## src/rtl/scanline_pkg.sv

```systemverilog
package scanline_pkg;

  typedef struct packed {
    logic rd_line;
    logic wr_wait;
  } scan_access_t;

  function automatic scan_access_t scan_decode(
    input logic sel,
    input logic we,
    input logic [7:0] addr,
    input logic [7:0] line_addr,
    input logic [7:0] wait_addr
  );
    scan_access_t acc;
    acc.rd_line = sel & ~we & (addr == line_addr);
    acc.wr_wait = sel & we & (addr == wait_addr);
    return acc;
  endfunction

endpackage

```

## src/rtl/scan_rst_sync.sv

```systemverilog
module scan_rst_sync #(
  parameter int STAGES = 2
) (
  input  logic clk,
  input  logic rst_n,
  output logic rst_sync_n
);

  logic [STAGES-1:0] sync_q;
  logic [STAGES-1:0] sync_d;

  always_comb begin
    sync_d = {sync_q[STAGES-2:0], 1'b1};
  end

  always_ff @(posedge clk or negedge rst_n) begin
    if (!rst_n) begin
      sync_q <= '0;
    end else begin
      sync_q <= sync_d;
    end
  end

  assign rst_sync_n = sync_q[STAGES-1];

endmodule

```

## src/rtl/scan_hcount.sv

```systemverilog
module scan_hcount #(
  parameter int LINE_CLKS   = 228,
  parameter int HBLANK_CLKS = 68,
  parameter int HCNT_W      = 8
) (
  input  logic clk,
  input  logic rst_n,
  output logic line_end,
  output logic hblank
);

  logic [HCNT_W-1:0] hpos_q;
  logic [HCNT_W-1:0] hpos_d;

  always_comb begin
    line_end = (hpos_q == HCNT_W'(LINE_CLKS - 1));
    if (line_end) begin
      hpos_d = '0;
    end else begin
      hpos_d = hpos_q + 1'b1;
    end
    hblank = (hpos_q < HCNT_W'(HBLANK_CLKS));
  end

  always_ff @(posedge clk or negedge rst_n) begin
    if (!rst_n) begin
      hpos_q <= '0;
    end else begin
      hpos_q <= hpos_d;
    end
  end

  AST_HPOS_RANGE: assert property (@(posedge clk) disable iff (!rst_n)
    hpos_q < HCNT_W'(LINE_CLKS));
  AST_HPOS_STEP: assert property (@(posedge clk) disable iff (!rst_n)
    !line_end |=> hpos_q == $past(hpos_q) + 1'b1);
  AST_HPOS_WRAP: assert property (@(posedge clk) disable iff (!rst_n)
    line_end |=> (hpos_q == '0) && hblank);

endmodule

```

## src/rtl/scan_vcount.sv

```systemverilog
module scan_vcount #(
  parameter int LINES  = 262,
  parameter int VCNT_W = 9
) (
  input  logic              clk,
  input  logic              rst_n,
  input  logic              adv_en,
  output logic [VCNT_W-1:0] vline
);

  logic [VCNT_W-1:0] vline_q;
  logic [VCNT_W-1:0] vline_d;
  logic              at_last;

  always_comb begin
    at_last = (vline_q == VCNT_W'(LINES - 1));
    if (at_last) begin
      vline_d = '0;
    end else begin
      vline_d = vline_q + 1'b1;
    end
  end

  always_ff @(posedge clk or negedge rst_n) begin
    if (!rst_n) begin
      vline_q <= '0;
    end else if (adv_en) begin
      vline_q <= vline_d;
    end
  end

  assign vline = vline_q;

  AST_VLINE_HOLD: assert property (@(posedge clk) disable iff (!rst_n)
    !adv_en |=> $stable(vline_q));
  AST_VLINE_ADV: assert property (@(posedge clk) disable iff (!rst_n)
    (adv_en && !at_last) |=> vline_q == $past(vline_q) + 1'b1);
  AST_VLINE_WRAP: assert property (@(posedge clk) disable iff (!rst_n)
    (adv_en && at_last) |=> vline_q == '0);
  AST_VLINE_RANGE: assert property (@(posedge clk) disable iff (!rst_n)
    vline_q < VCNT_W'(LINES));

endmodule

```

## src/rtl/scan_wait_latch.sv

```systemverilog
module scan_wait_latch (
  input  logic clk,
  input  logic rst_n,
  input  logic arm_req,
  input  logic blank_start,
  output logic cpu_rdy
);

  logic armed_q;
  logic armed_d;

  always_comb begin
    armed_d = arm_req | (armed_q & ~blank_start);
  end

  always_ff @(posedge clk or negedge rst_n) begin
    if (!rst_n) begin
      armed_q <= 1'b0;
    end else begin
      armed_q <= armed_d;
    end
  end

  assign cpu_rdy = ~armed_q;

  AST_WAIT_ARM: assert property (@(posedge clk) disable iff (!rst_n)
    arm_req |=> !cpu_rdy);
  AST_WAIT_EDGE_ARM: assert property (@(posedge clk) disable iff (!rst_n)
    (arm_req && blank_start) |=> !cpu_rdy);
  AST_WAIT_RELEASE: assert property (@(posedge clk) disable iff (!rst_n)
    (blank_start && !arm_req) |=> cpu_rdy);
  AST_WAIT_HOLD: assert property (@(posedge clk) disable iff (!rst_n)
    (!cpu_rdy && !blank_start) |=> !cpu_rdy);

endmodule

```

## src/rtl/scanline_sync_top.sv

```systemverilog
module scanline_sync_top #(
  parameter int          LINE_CLKS   = 228,
  parameter int          HBLANK_CLKS = 68,
  parameter int          LINES       = 262,
  parameter int          DATA_W      = 8,
  parameter int          ADDR_W      = 4,
  parameter int          SYNC_STAGES = 2,
  parameter logic [7:0]  LINE_ADDR   = 8'h3,
  parameter logic [7:0]  WAIT_ADDR   = 8'h2
) (
  input  logic              clk,
  input  logic              rst_n,
  input  logic              bus_sel,
  input  logic              bus_we,
  input  logic [ADDR_W-1:0] bus_addr,
  input  logic [DATA_W-1:0] bus_wdata,
  output logic [DATA_W-1:0] bus_rdata,
  output logic              cpu_rdy,
  output logic              hblank
);

  import scanline_pkg::*;

  localparam int HCNT_W = $clog2(LINE_CLKS);
  localparam int VCNT_W = DATA_W + 1;

  logic              rst_int_n;
  logic              line_end;
  logic [VCNT_W-1:0] vline;
  scan_access_t      acc;
  logic              unused_wdata;
  logic              unused_vline_lsb;

  assign unused_wdata     = ^bus_wdata;
  assign unused_vline_lsb = vline[0];

  scan_rst_sync #(
    .STAGES (SYNC_STAGES)
  ) u_rst_sync (
    .clk        (clk),
    .rst_n      (rst_n),
    .rst_sync_n (rst_int_n)
  );

  scan_hcount #(
    .LINE_CLKS   (LINE_CLKS),
    .HBLANK_CLKS (HBLANK_CLKS),
    .HCNT_W      (HCNT_W)
  ) u_hcount (
    .clk      (clk),
    .rst_n    (rst_int_n),
    .line_end (line_end),
    .hblank   (hblank)
  );

  scan_vcount #(
    .LINES  (LINES),
    .VCNT_W (VCNT_W)
  ) u_vcount (
    .clk    (clk),
    .rst_n  (rst_int_n),
    .adv_en (line_end),
    .vline  (vline)
  );

  always_comb begin
    acc = scan_decode(bus_sel, bus_we, 8'(bus_addr), LINE_ADDR, WAIT_ADDR);
  end

  scan_wait_latch u_wait (
    .clk         (clk),
    .rst_n       (rst_int_n),
    .arm_req     (acc.wr_wait),
    .blank_start (line_end),
    .cpu_rdy     (cpu_rdy)
  );

  always_comb begin
    if (acc.rd_line) begin
      bus_rdata = vline[VCNT_W-1:1];
    end else begin
      bus_rdata = '0;
    end
  end

  AST_RDATA_QUIET: assert property (@(posedge clk) disable iff (!rst_int_n)
    !(bus_sel && !bus_we && (8'(bus_addr) == LINE_ADDR)) |-> bus_rdata == '0);
  AST_NO_STRAY_ARM: assert property (@(posedge clk) disable iff (!rst_int_n)
    (cpu_rdy && !(bus_sel && bus_we && (8'(bus_addr) == WAIT_ADDR))) |=> cpu_rdy);

endmodule

```

## config.mk

```make
export PLATFORM = sky130hd
export DESIGN_NAME = scanline_sync_top
export DESIGN_NICKNAME = d
export VERILOG_FILES = /design/src/rtl/scanline_pkg.sv /design/src/rtl/scan_rst_sync.sv /design/src/rtl/scan_hcount.sv /design/src/rtl/scan_vcount.sv /design/src/rtl/scan_wait_latch.sv /design/src/rtl/scanline_sync_top.sv
export SDC_FILE = /design/constraint.sdc
export NUM_CORES = 1
export LEC_CHECK = 0
export BUFFER_PORTS_ARGS = -buffer_cell sky130_fd_sc_hd__clkbuf_2
export CORE_MARGIN = 3
export CORE_UTILIZATION = 50
export DETAILED_ROUTE_END_ITERATION = 8
export GPL_TIMING_DRIVEN = 0
export HOLD_SLACK_MARGIN = 0.08
export MAX_ROUTING_LAYER = met4
export PLACE_DENSITY = 0.76
export REMOVE_ABC_BUFFERS = 1
export SYNTH_ARGS = -nofsm -noshare
export SYNTH_HDL_FRONTEND = slang
export SYNTH_SLANG_ARGS = --single-unit
export TNS_END_PERCENT = 20
```

## constraint.sdc

```tcl
create_clock -name clk -period 1.6 [get_ports clk]
set_clock_uncertainty 0.2 [all_clocks]
set_input_delay 0.08 -clock clk [delete_from_list [all_inputs] [get_ports clk]]
set_output_delay 0.08 -clock clk [all_outputs]
set_load 0.005 [all_outputs]
```

Yosys cells after proc, flatten, opt, wreduce, memory -nomap -nowiden
Index checks and enable logic that the tools add are counted.
{"block": "word_totals", "register_bits": 20}
{"block": "op_classes", "n_addsub": 2, "order_cmp": 1, "n_eq_ne": 4, "mux": 3, "n_bitwise": 9}
{"cell": "$mux 8", "n": 2}
{"cell": "$add 9x1->9 const B", "n": 1}
{"cell": "$eq 9x9->1 const B", "n": 1}
{"cell": "$mux 9", "n": 1}
{"cell": "$add 8x1->8 const B", "n": 1}
{"cell": "$eq 4x2->1 const B", "n": 2}
{"cell": "$eq 8x8->1 const B", "n": 1}
{"cell": "$lt 8x7->1 const B", "n": 1}
{"cell": "$and 1x1->1", "n": 5}
{"cell": "$not 1->1", "n": 3}
{"cell": "$or 1x1->1", "n": 1}

Logic depth before layout (Yosys ltp)
Gate-level depths: netlist of run 1.
{"block": "logic_depth", "depth_word": 4, "depth_mapped": 6, "ltp_nobuf": 6}

Cells and area by module
A second synthesis of run 1 with hierarchy kept.
{"block": "unflattened", "hier_cells": 113, "area_unflattened_um2": 1143.6}
{"module": "scan_vcount", "n_inst": 1, "cells_each": 42, "area_each_um2": 459.2}
{"module": "scan_hcount", "n_inst": 1, "cells_each": 44, "area_each_um2": 436.7}
{"module": "scanline_sync_top", "n_inst": 1, "cells_each": 21, "area_each_um2": 153.9}
{"module": "scan_rst_sync", "n_inst": 1, "cells_each": 3, "area_each_um2": 53.8}
{"module": "scan_wait_latch", "n_inst": 1, "cells_each": 3, "area_each_um2": 40.0}

Worst setup path after synthesis of run 1
OpenSTA, ideal clock, no wires.
{"block": "synth_timing", "kind": "reg2reg", "startpoint": "register u_hcount.hpos_q[0]", "endpoint": "register u_vcount.vline_q[8] (netlist: u_vcount.vline[8])", "setup_time_ps": 76, "t_arrival_ps": 1606, "required_ps": 1324, "path_slack_ps": -282, "stages_incl_launch_ff": 7, "n_path_buf": 1, "period_less_slack_ps": 1882, "cell_sequence": "dfrtp_1 > ha_1 > nand4_2 > or4_1 > buf_2 > or3_1 > o21ai_1"}
{"block": "synth_between", "elab_chain_cells": 1}
{"element": "start: declaration", "line_no": "scan_hcount.sv:12", "source": "logic [HCNT_W-1:0] hpos_q;"}
{"element": "start signal: assignment", "line_no": "scan_hcount.sv:29", "source": "hpos_q <= hpos_d;"}
{"element": "$eq 8x8->1", "line_no": "scan_hcount.sv:16", "source": "line_end = (hpos_q == HCNT_W'(LINE_CLKS - 1));"}
{"element": "end signal: assignment", "line_no": "scan_vcount.sv:28", "source": "vline_q <= vline_d;"}
{"element": "end: declaration", "line_no": "scan_vcount.sv:11", "source": "logic [VCNT_W-1:0] vline_q;"}
No other way between the ends.
A chain may end at the register's enable or synchronous reset.

Final worst setup path of run 1
{"block": "layout_timing", "startpoint": "register u_hcount.hpos_q[3]", "endpoint": "output port hblank"}
{"block": "layout_between", "elab_chain_cells": 1}
{"element": "$lt 8x7->1", "line_no": "scan_hcount.sv:22", "source": "hblank = (hpos_q < HCNT_W'(HBLANK_CLKS));"}
{"element": "end: declaration", "line_no": "scanline_sync_top.sv:19", "source": "output logic hblank"}
No other way between the ends.

==> results of run 1 <==
## Yosys cell counts (2+ instances only)
| cell type | n | area share, % |
|---|---|---|
| or4_1 | 2 | 1.5 |
| or3_1 | 2 | 1.2 |
| nand3_1 | 3 | 1.5 |
| o21ai_1 | 2 | 0.97 |
| dfrtp_1 | 20 | 48 |
| ha_1 | 3 | 3.6 |
| and2_1 | 5 | 3.0 |
| nor2_1 | 4 | 1.5 |
| a21oi_1 | 6 | 2.9 |
| nand2_1 | 7 | 2.5 |
| inv_1 | 6 | 2.2 |
| o21ai_0 | 7 | 3.4 |
| nor3_1 | 2 | 0.97 |
| o22ai_1 | 2 | 1.2 |
| xnor2_1 | 6 | 5.1 |
| buf_2 | 3 | 1.5 |
| nor4_1 | 4 | 2.4 |
| nand4_1 | 7 | 4.2 |
## what timing repair did
| item | CTS | global route |
|---|---|---|
| endpoints found under the hold margin | 3 | 0 |
| gates resized for setup | 15 | 6 |
| setup buffers | 10 | 1 |
| hold buffers | 5 | 0 |
| pin swaps | 8 | 3 |
| endpoints found under the setup margin | 16 | 18 |
## layout make-up
type | instances | area (um^2) | share of cell area [%]
Clock buffer | 3 | 22.5 | 1.61
Inverter | 6 | 22.5 | 1.61
Multi-Input combinational cell | 76 | 581 | 41.4
Sequential cell | 20 | 503 | 35.9
Tap cell | 25 | 31.3 | 2.23
Timing Repair Buffer | 34 | 241 | 17.2
## flip-flops by register name, summed over array words and instances (netlist names)
register           cells
u_rst_sync.sync_q      2
u_wait.armed_q         1
u_vcount.vline         9
u_hcount.hpos_q        8
## per-layer routing
layer  vias to the layer above  part of all wire [%]  global-route usage [%]
met5                         -                     0                       -
met4                         0                   3.0                    7.42
met3                         8                   3.6                    5.16
met2                        22                    49                    35.0
met1                       441                    44                    26.3
li1                        455                     -                       -
## cell families (layout without fill, tap and decap cells)
family,count (synthesis),after routing,synth area share (%)
and+or+nand+nor,44,44,25.5
buffers and inverters,10,43,4.35
other,1,1,0.362
adders and majority gates,3,3,3.63
muxes,1,1,1.09
AOI/OAI and AO/OA,21,21,11.6
DFF,20,20,48.4
xor gates and xnor gates,6,6,5.08
## critical path, cell delays in order, from the launching register on
cell and delay [ns]:
dfrtp_2 0.50, or4_1 0.56, a21oi_2 0.14, clkbuf_2 0.12
## metrics by stage
stage | utilization [%] | cell area [um^2] | total power, uW | TNS, ns
after global placement | 61.4 | 1130 | 541 | -16.07
after CTS | 74.6 | 1370 | 785 | -3.20
after detailed placement | 62.1 | 1140 | 542 | -5.02
after floorplan | - | 1010 | 528 | -7.47
final | 76.2 | 1400 | 776 | -2.56
after global routing | 76.2 | 1400 | 810 | -3.68
## worst paths after layout
path	slack [ns]	to	from	depth (start not counted)
min in group clk	0.18	u_rst_sync.sync_q[1]	u_rst_sync.sync_q[0]	0
hold reg to reg	0.10	u_hcount.hpos_q[2]	u_rst_sync.sync_q[1]	0
setup / recovery	-0.29	hblank	u_hcount.hpos_q[3]	3
max in group asynchronous	0.60	u_hcount.hpos_q[3]	u_rst_sync.sync_q[1]	0
hold / removal	0.10	u_hcount.hpos_q[2]	u_rst_sync.sync_q[1]	0
setup reg to reg	-0.29	u_vcount.vline[8]	u_hcount.hpos_q[1]	5
## cell usage in the layout (no fill, tap or decap), types with 2 or more instances in the layout
master,instances
dfrtp_1,18
clkbuf_2,17
buf_4,10
nand4_1,7
xnor2_1,6
nand2_1,5
o21ai_0,5
inv_1,5
and2_1,5
dlygate4sd3_1,5
nor2_1,4
a21oi_1,4
o21ai_1,4
nand3_1,3
clkbuf_4,3
or3_1,2
a21oi_2,2
nor4_2,2
nor3_1,2
ha_1,2
dfrtp_2,2
## power by group through the flow
stage                     Sequential [uW]  Clock, uW  Combinational, uW
after global placement                527          0               13.9
after floorplan                       524          0               3.73
after CTS                             517        245               23.2
final                                 516        234               25.0
after global routing                  518        264               27.3
after detailed placement              527          0               15.0
==> results.json, run 1 <==
{
  "clockBufferDepth": 2,
  "seq_area_frac_synth_pct": 48.4,
  "final.period_utilization_pct": 118,
  "intPower_uw": 610,
  "syn-cell-area_mm2": 0.00103,
  "leakage_uw": 0.000594,
  "place_ws_ns": -0.505,
  "crit_arrival_ns": 1.61,
  "drive_above_1_share_pct": 36.0,
  "drv_cap": 0,
  "synth.avg_cell_area_um2": 9.76,
  "outcome": "finished with violations",
  "grtUsageTotal_pct": 21.5,
  "fp.dieH_um": 51.5,
  "final_cells": 164,
  "start_util_pct": 56.3,
  "dr.pass1.iters": 4,
  "hold_viol_final": 0,
  "drcViolationCount": 0,
  "async_reset_ff_share_pct": 100,
  "grt.overflow.total": 0,
  "drt-wirelength-per-cell_um": 15.2,
  "timing.fmax_mhz": 529,
  "dp_hpwl_um": 1470,
  "std_cell_rows": 15,
  "clock-sinks": 20,
  "combPwrFrac_pct": 3.2,
  "clk_latency_ns": 0.30,
  "swShare_pct": 21.4,
  "vias_per_cell": 5.65,
  "critPathKind": "reg -> out",
  "synthDistinctLibCells": 33,
  "ant_nets": 0,
  "drt_iter0_drc": 24,
  "die_w_um": 51.5,
  "ys_warn_count": 0,
  "crit_fanout": 8,
  "io_buffers": 17,
  "p_switching_uw": 166,
  "cts_tree": "built",
  "die-area_mm2": 0.00265,
  "boundaryPins": 26,
  "place_inst": 145,
  "htree_levels": 1,
  "grt_pass1_vias": 868,
  "vias": 926,
  "grt_pass1_wl_um": 4070,
  "synth_ff_type": "dfrtp_1",
  "setup_viol": 15,
  "critPathCaptureType": "output pin",
  "ir_worst_vdd_v": 0.000529,
  "place.gp.congestion": 0.865,
  "coreArea_mm2": 0.00184,
  "p_per_area_mw_per_mm2": 554,
  "synth-edff-count": 0,
  "hold_slack_ns": 0.101,
  "critical_path.startpoint_type": "flop",
  "relSlewSlack_pct": 51.9,
  "fin_ws_ns": -0.290,
  "syn_inst": 106,
  "fill_cells": 128,
  "power_frac_seq_pct": 66.6,
  "syn_to_final_growth_pct": 35.4,
  "fin_crit_ns": 1.89,
  "violations": "setup timing",
  "clockPowerShare_pct": 30.2,
  "hold_class": "reg -> async",
  "cts_buffers": 3,
  "antenna_found_initial": 0,
  "grt_max_degree": 19,
  "rsz0062_at_grt": "true",
  "slew_viol_final": 0,
  "clk_transition_reported_paths_ns": 0.11,
  "num_antenna_cells": 0,
  "root_buffer": "clkbuf_4",
  "routed_wl_um": 2500,
  "crit_required_ns": 1.32,
  "worstMarginPinSlew_ns": 0.722,
  "synth_seq_cells": 20,
  "layout.nets": 160
}
No activity file was read; power rests on OpenSTA's default activity.
==> run 2: changes to the inputs <==
SETUP_SLACK_MARGIN = 0.3   (was unset)
==> run 2 against run 1 <==
  * The flow finishes with violations (hold timing, setup timing)
  * Global-route usage decreased by 0.76 points
  * Hold slack got worse by 0.12 ns
  * Sequential power about the same
  * Design area increased by 1.5%
  * Register-to-register slack about the same
==> results.json, run 2 (same netlist as run 1, synthesis figures left out) <==
{
  "grt_pass1_wl_um": 4010,
  "rsz0062_at_grt": "true",
  "critPathKind": "reg -> reg",
  "cp-startpoint": "u_hcount.hpos_q[1]",
  "hold_slack_ns": -0.0173,
  "drive_above_1_share_pct": 37.8,
  "drt-wirelength-per-cell_um": 15.4,
  "cts_buffers": 3,
  "place_inst": 145,
  "critical_path.startpoint_type": "flop",
  "boundaryPins": 26,
  "ant_nets": 0,
  "dr.pass1.iters": 4,
  "hold_viol_final": 1,
  "clk_transition_reported_paths_ns": 0.11,
  "outcome": "finished with violations",
  "slew_viol_final": 0,
  "largest_reg_flops": 9,
  "violations": "hold timing, setup timing",
  "min_path_cells": 3,
  "leakage_uw": 0.000620,
  "min_from": "bus_sel",
  "antenna_found_initial": 0,
  "fp.dieH_um": 51.5,
  "hold_buffers": 4,
  "std_cell_rows": 15,
  "dp_hpwl_um": 1470,
  "crit_fanout": 6,
  "relSlewSlack_pct": 51.6,
  "worstPathCellList": "ha_4 > nand4_4 > or4_4 > or3_1 > o21ai_1",
  "clockBufferDepth": 2,
  "fin_ws_ns": -0.296,
  "cts_tree": "built",
  "r2r_slack_ns": -0.30,
  "grt.overflow.total": 0,
  "place.gp.congestion": 0.865,
  "p_per_area_mw_per_mm2": 544,
  "grtUsageTotal_pct": 20.7,
  "vias": 957,
  "routed_wl_um": 2590,
  "drcViolationCount": 0,
  "vias_per_cell": 5.70,
  "place_ws_ns": -0.505,
  "cpPeakStageDelay_ns": 0.54,
  "cp_slowest_cell": "or4_4",
  "ir_worst_vdd_v": 0.000468,
  "layout.nets": 164,
  "root_buffer": "clkbuf_4",
  "critPathCaptureType": "flop",
  "drt_iter0_drc": 38,
  "reg2reg_from": "u_hcount.hpos_q[1]",
  "clk_latency_ns": 0.30,
  "r2r_cells": 5,
  "crit_required_ns": 1.63,
  "die-area_mm2": 0.00265,
  "die_w_um": 51.5,
  "final.period_utilization_pct": 118,
  "whs_endpoint": "u_wait.armed_q",
  "coreArea_mm2": 0.00184,
  "worstMarginPinSlew_ns": 0.726,
  "io_buffers": 17,
  "hold_class": "in -> reg",
  "drv_cap": 0,
  "fin_crit_ns": 1.90,
  "final_common_cell": "dfrtp_1",
  "clock-sinks": 20,
  "reg2reg_to": "u_vcount.vline[8]",
  "setup_viol": 15,
  "start_util_pct": 56.3,
  "final_cell_mix": "18 x dfrtp_1, 16 x clkbuf_2, 14 x buf_4",
  "syn_to_final_growth_pct": 37.5,
  "timing.fmax_mhz": 528,
  "final_util_pct": 77.3,
  "num_antenna_cells": 0,
  "final_cells": 168,
  "crit_arrival_ns": 1.93,
  "grt_max_degree": 19,
  "htree_levels": 1,
  "grt_pass1_vias": 866
}
## run 2: worst max-delay path by stage
stage / endpoint / slack [ns] / cells after the start
after detailed placement: u_vcount.vline[7] / -0.51 / 6
after global routing: u_vcount.vline[8] / -0.39 / 5
after CTS: u_vcount.vline[8] / -0.26 / 5
final: u_vcount.vline[8] / -0.30 / 5
after floorplan: u_vcount.vline[3] / -0.78 / 5
after global placement: u_vcount.vline[3] / -1.40 / 5
## run 2: through the flow
stage / hold slack [ns] / total power, uW / instance area [um^2] / setup TNS, ns
4_1_cts: -0.0264 / 785 / 1370 / -3.20
2_1_floorplan: -0.416 / 528 / 1010 / -7.47
3_3_place_gp: -0.335 / 541 / 1130 / -16.07
5_1_grt: 0.000265 / 809 / 1420 / -3.64
3_5_place_dp: -0.333 / 542 / 1140 / -5.02
6_report: -0.0173 / 774 / 1420 / -2.60
## run 2: area by class of cell
cell class	count	area [um^2]
sequential	20	503
multi-input combinational	76	571
fill	128	417
inverter	6	22.5
clock buffer	3	22.5
timing repair buffer	38	273
tap	25	31.3
## run 2: per-layer routing
layer | GRT usage [%] | share of wire, %
met5 | - | 0
met4 | 5.68 | 2.4
met3 | 5.73 | 6.2
met2 | 32.2 | 50
met1 | 26.8 | 41
## run 2: repair_timing
action	4_1_cts	5_1_grt
endpoints found under the hold margin	3	1
pin swaps	9	6
gates resized for setup	18	5
buffers inserted	10	6
setup endpoints to repair	25	26
## run 2: critical path, delay by kind of cell, from the launching register on
kind                     cells  cell delay (ns)
AND/OR/NAND/NOR              3             0.97
flip-flops                   1             0.42
adder cells (fa/ha/maj)      1             0.17
AO/OA/AOI/OAI                1             0.08
## run 2: report_power, final
part	internal [uW]	total [uW]	leakage (uW)	switching [uW]
Sequential	508	517	0.000257	9.00
Combinational	13.6	23.5	0.000349	9.93
Clock	87.8	234	0.0000138	146
==> run 3: changes to the inputs <==
CORE_MARGIN = 4   (was 3)
SLEW_MARGIN = 20   (was unset)
==> run 3 against run 2 <==
  * The run still ends with hold timing, setup timing left
  * Sequential share of layout area fell by 1.7 points
  * First-iteration DRC count fell by 7.9%
  * Final cell count rose by 1.8%
  * Hold slack got worse by 0.038 ns
  * Routed wire length rose by 16%
  * Register-to-register slack got worse by 0.06 ns
  * Largest cell class unchanged
==> results.json, run 3 (same netlist as run 1, synthesis figures left out) <==
{
  "outcome": "finished with violations",
  "violations": "hold timing, setup timing",
  "vias_per_cell": 5.96,
  "p_per_area_mw_per_mm2": 646,
  "fp.dieH_um": 53.5,
  "drv_cap": 0,
  "drcViolationCount": 0,
  "final.period_utilization_pct": 122,
  "reg2reg_to": "u_vcount.vline[7]",
  "root_buffer": "clkbuf_4",
  "fin_ws_ns": -0.353,
  "drive_above_1_share_pct": 45.1,
  "layout.nets": 164,
  "syn_to_final_growth_pct": 44.6,
  "worstMarginPinSlew_ns": 0.726,
  "ant_nets": 0,
  "vias": 1020,
  "slew_viol_final": 0,
  "timing.fmax_mhz": 512,
  "antenna_found_initial": 0,
  "hold_buffers": 4,
  "clockPowerShare_pct": 43.6,
  "grt_max_degree": 19,
  "place_inst": 147,
  "largest_reg_flops": 9,
  "start_util_pct": 52.7,
  "crit_required_ns": 1.61,
  "hold_class": "in -> reg",
  "combPwrFrac_pct": 3.0,
  "clk_transition_reported_paths_ns": 0.12,
  "reg2reg_from": "u_hcount.hpos_q[1]",
  "hold_viol_final": 1,
  "r2r_cells": 6,
  "fin_crit_ns": 1.95,
  "power_uw": 967,
  "whs_endpoint": "u_wait.armed_q",
  "dp_hpwl_um": 1500,
  "coreArea_mm2": 0.00196,
  "clockBufferDepth": 2,
  "setup_viol": 16,
  "clock-sinks": 20,
  "cts_buffers": 3,
  "grt_pass1_wl_um": 4690,
  "min_from": "bus_sel",
  "boundaryPins": 26,
  "drt_iter0_drc": 35,
  "final_cells": 171,
  "critPathCaptureType": "flop",
  "crit_arrival_ns": 1.96,
  "std_cell_rows": 16,
  "num_antenna_cells": 0,
  "grt_pass1_vias": 974,
  "drt-wirelength-per-cell_um": 17.6,
  "critical_path.startpoint_type": "flop",
  "intPower_uw": 775,
  "final_cell_mix": "17 x dfrtp_1, 15 x clkbuf_2, 13 x buf_4",
  "min_path_cells": 3,
  "cts_tree": "built",
  "crit_fanout": 5,
  "dr.pass1.iters": 4,
  "die-area_mm2": 0.00286,
  "io_buffers": 17,
  "place.gp.congestion": 0.862,
  "ir_worst_vdd_v": 0.000806,
  "power_frac_seq_pct": 53.4,
  "relSlewSlack_pct": 51.6,
  "rsz0062_at_grt": "true",
  "swShare_pct": 19.8,
  "critPathKind": "reg -> reg",
  "final_common_cell": "dfrtp_1",
  "grt.overflow.total": 0,
  "hold_slack_ns": -0.0550,
  "p_switching_uw": 192,
  "r2r_slack_ns": -0.35,
  "leakage_uw": 0.000634,
  "die_w_um": 53.5,
  "routed_wl_um": 3010,
  "htree_levels": 1,
  "clk_latency_ns": 0.32,
  "grtUsageTotal_pct": 24.3
}
## run 3: power by group through the flow
stage	Clock, uW	Sequential, uW	Combinational (uW)
finish	421	517	29.4
floorplan	0	524	3.73
detailed placement	0	527	14.7
global placement	0	527	13.9
CTS	422	517	25.5
global route	443	518	31.5
## run 3: worst max path at each step
| stage | startpoint | to | cells after the start |
|---|---|---|---|
| 3_3_place_gp | u_hcount.hpos_q[0] | u_vcount.vline[3] | 5 |
| 6_report | u_hcount.hpos_q[1] | u_vcount.vline[7] | 6 |
| 3_5_place_dp | u_hcount.hpos_q[0] | u_vcount.vline[3] | 6 |
| 2_1_floorplan | u_hcount.hpos_q[0] | u_vcount.vline[3] | 5 |
| 4_1_cts | u_hcount.hpos_q[0] | u_vcount.vline[8] | 5 |
| 5_1_grt | u_hcount.hpos_q[0] | u_vcount.vline[8] | 5 |
## run 3: worst max-delay path, stage by stage, from the launching register on
cell and delay (ns):
dfrtp_1 0.44, ha_4 0.17, nand4_4 0.09, or4_4 0.55, buf_6 0.16, a21oi_2 0.12
o22ai_1 0.11
## run 3: routing by layer
| layer | wire [um] | share of wire [%] | GRT usage [%] |
|---|---|---|---|
| met1 | 1170 | 39 | 28.3 |
| met2 | 1580 | 53 | 40.0 |
| met3 | 160 | 5.3 | 6.20 |
| met4 | 99 | 3.3 | 9.36 |
| met5 | 0 | 0 | - |
## run 3: cell type report
class                      instances  area [um^2]
multi-input combinational         76          616
sequential                        20          504
fill                             139          465
timing repair buffer              38          268
tap                               27         33.8
clock inverter                     1         30.0
clock buffer                       3         22.5
inverter                           6         22.5
## run 3: what timing repair did
item / in CTS / in global routing
pin swaps: 17 / 1
setup endpoints to repair: 25 / 26
endpoints found under the hold margin: 3 / 1
gates resized for setup: 29 / 10
buffers inserted: 11 / 5
## run 3: through the flow
stage / hold slack, ns / area [um^2] / setup TNS [ns] / utilization (%) / setup WS (ns)
final: -0.0550 / 1500 / -3.01 / 76.3 / -0.353
after global routing: -0.0418 / 1500 / -4.59 / 76.3 / -0.432
after CTS: 0.00710 / 1430 / -2.23 / 73.0 / -0.303
after detailed placement: -0.334 / 1140 / -6.01 / 58.2 / -0.735
after global placement: -0.335 / 1130 / -15.85 / 57.7 / -1.39
after floorplan: -0.416 / 1010 / -7.47 / - / -0.781
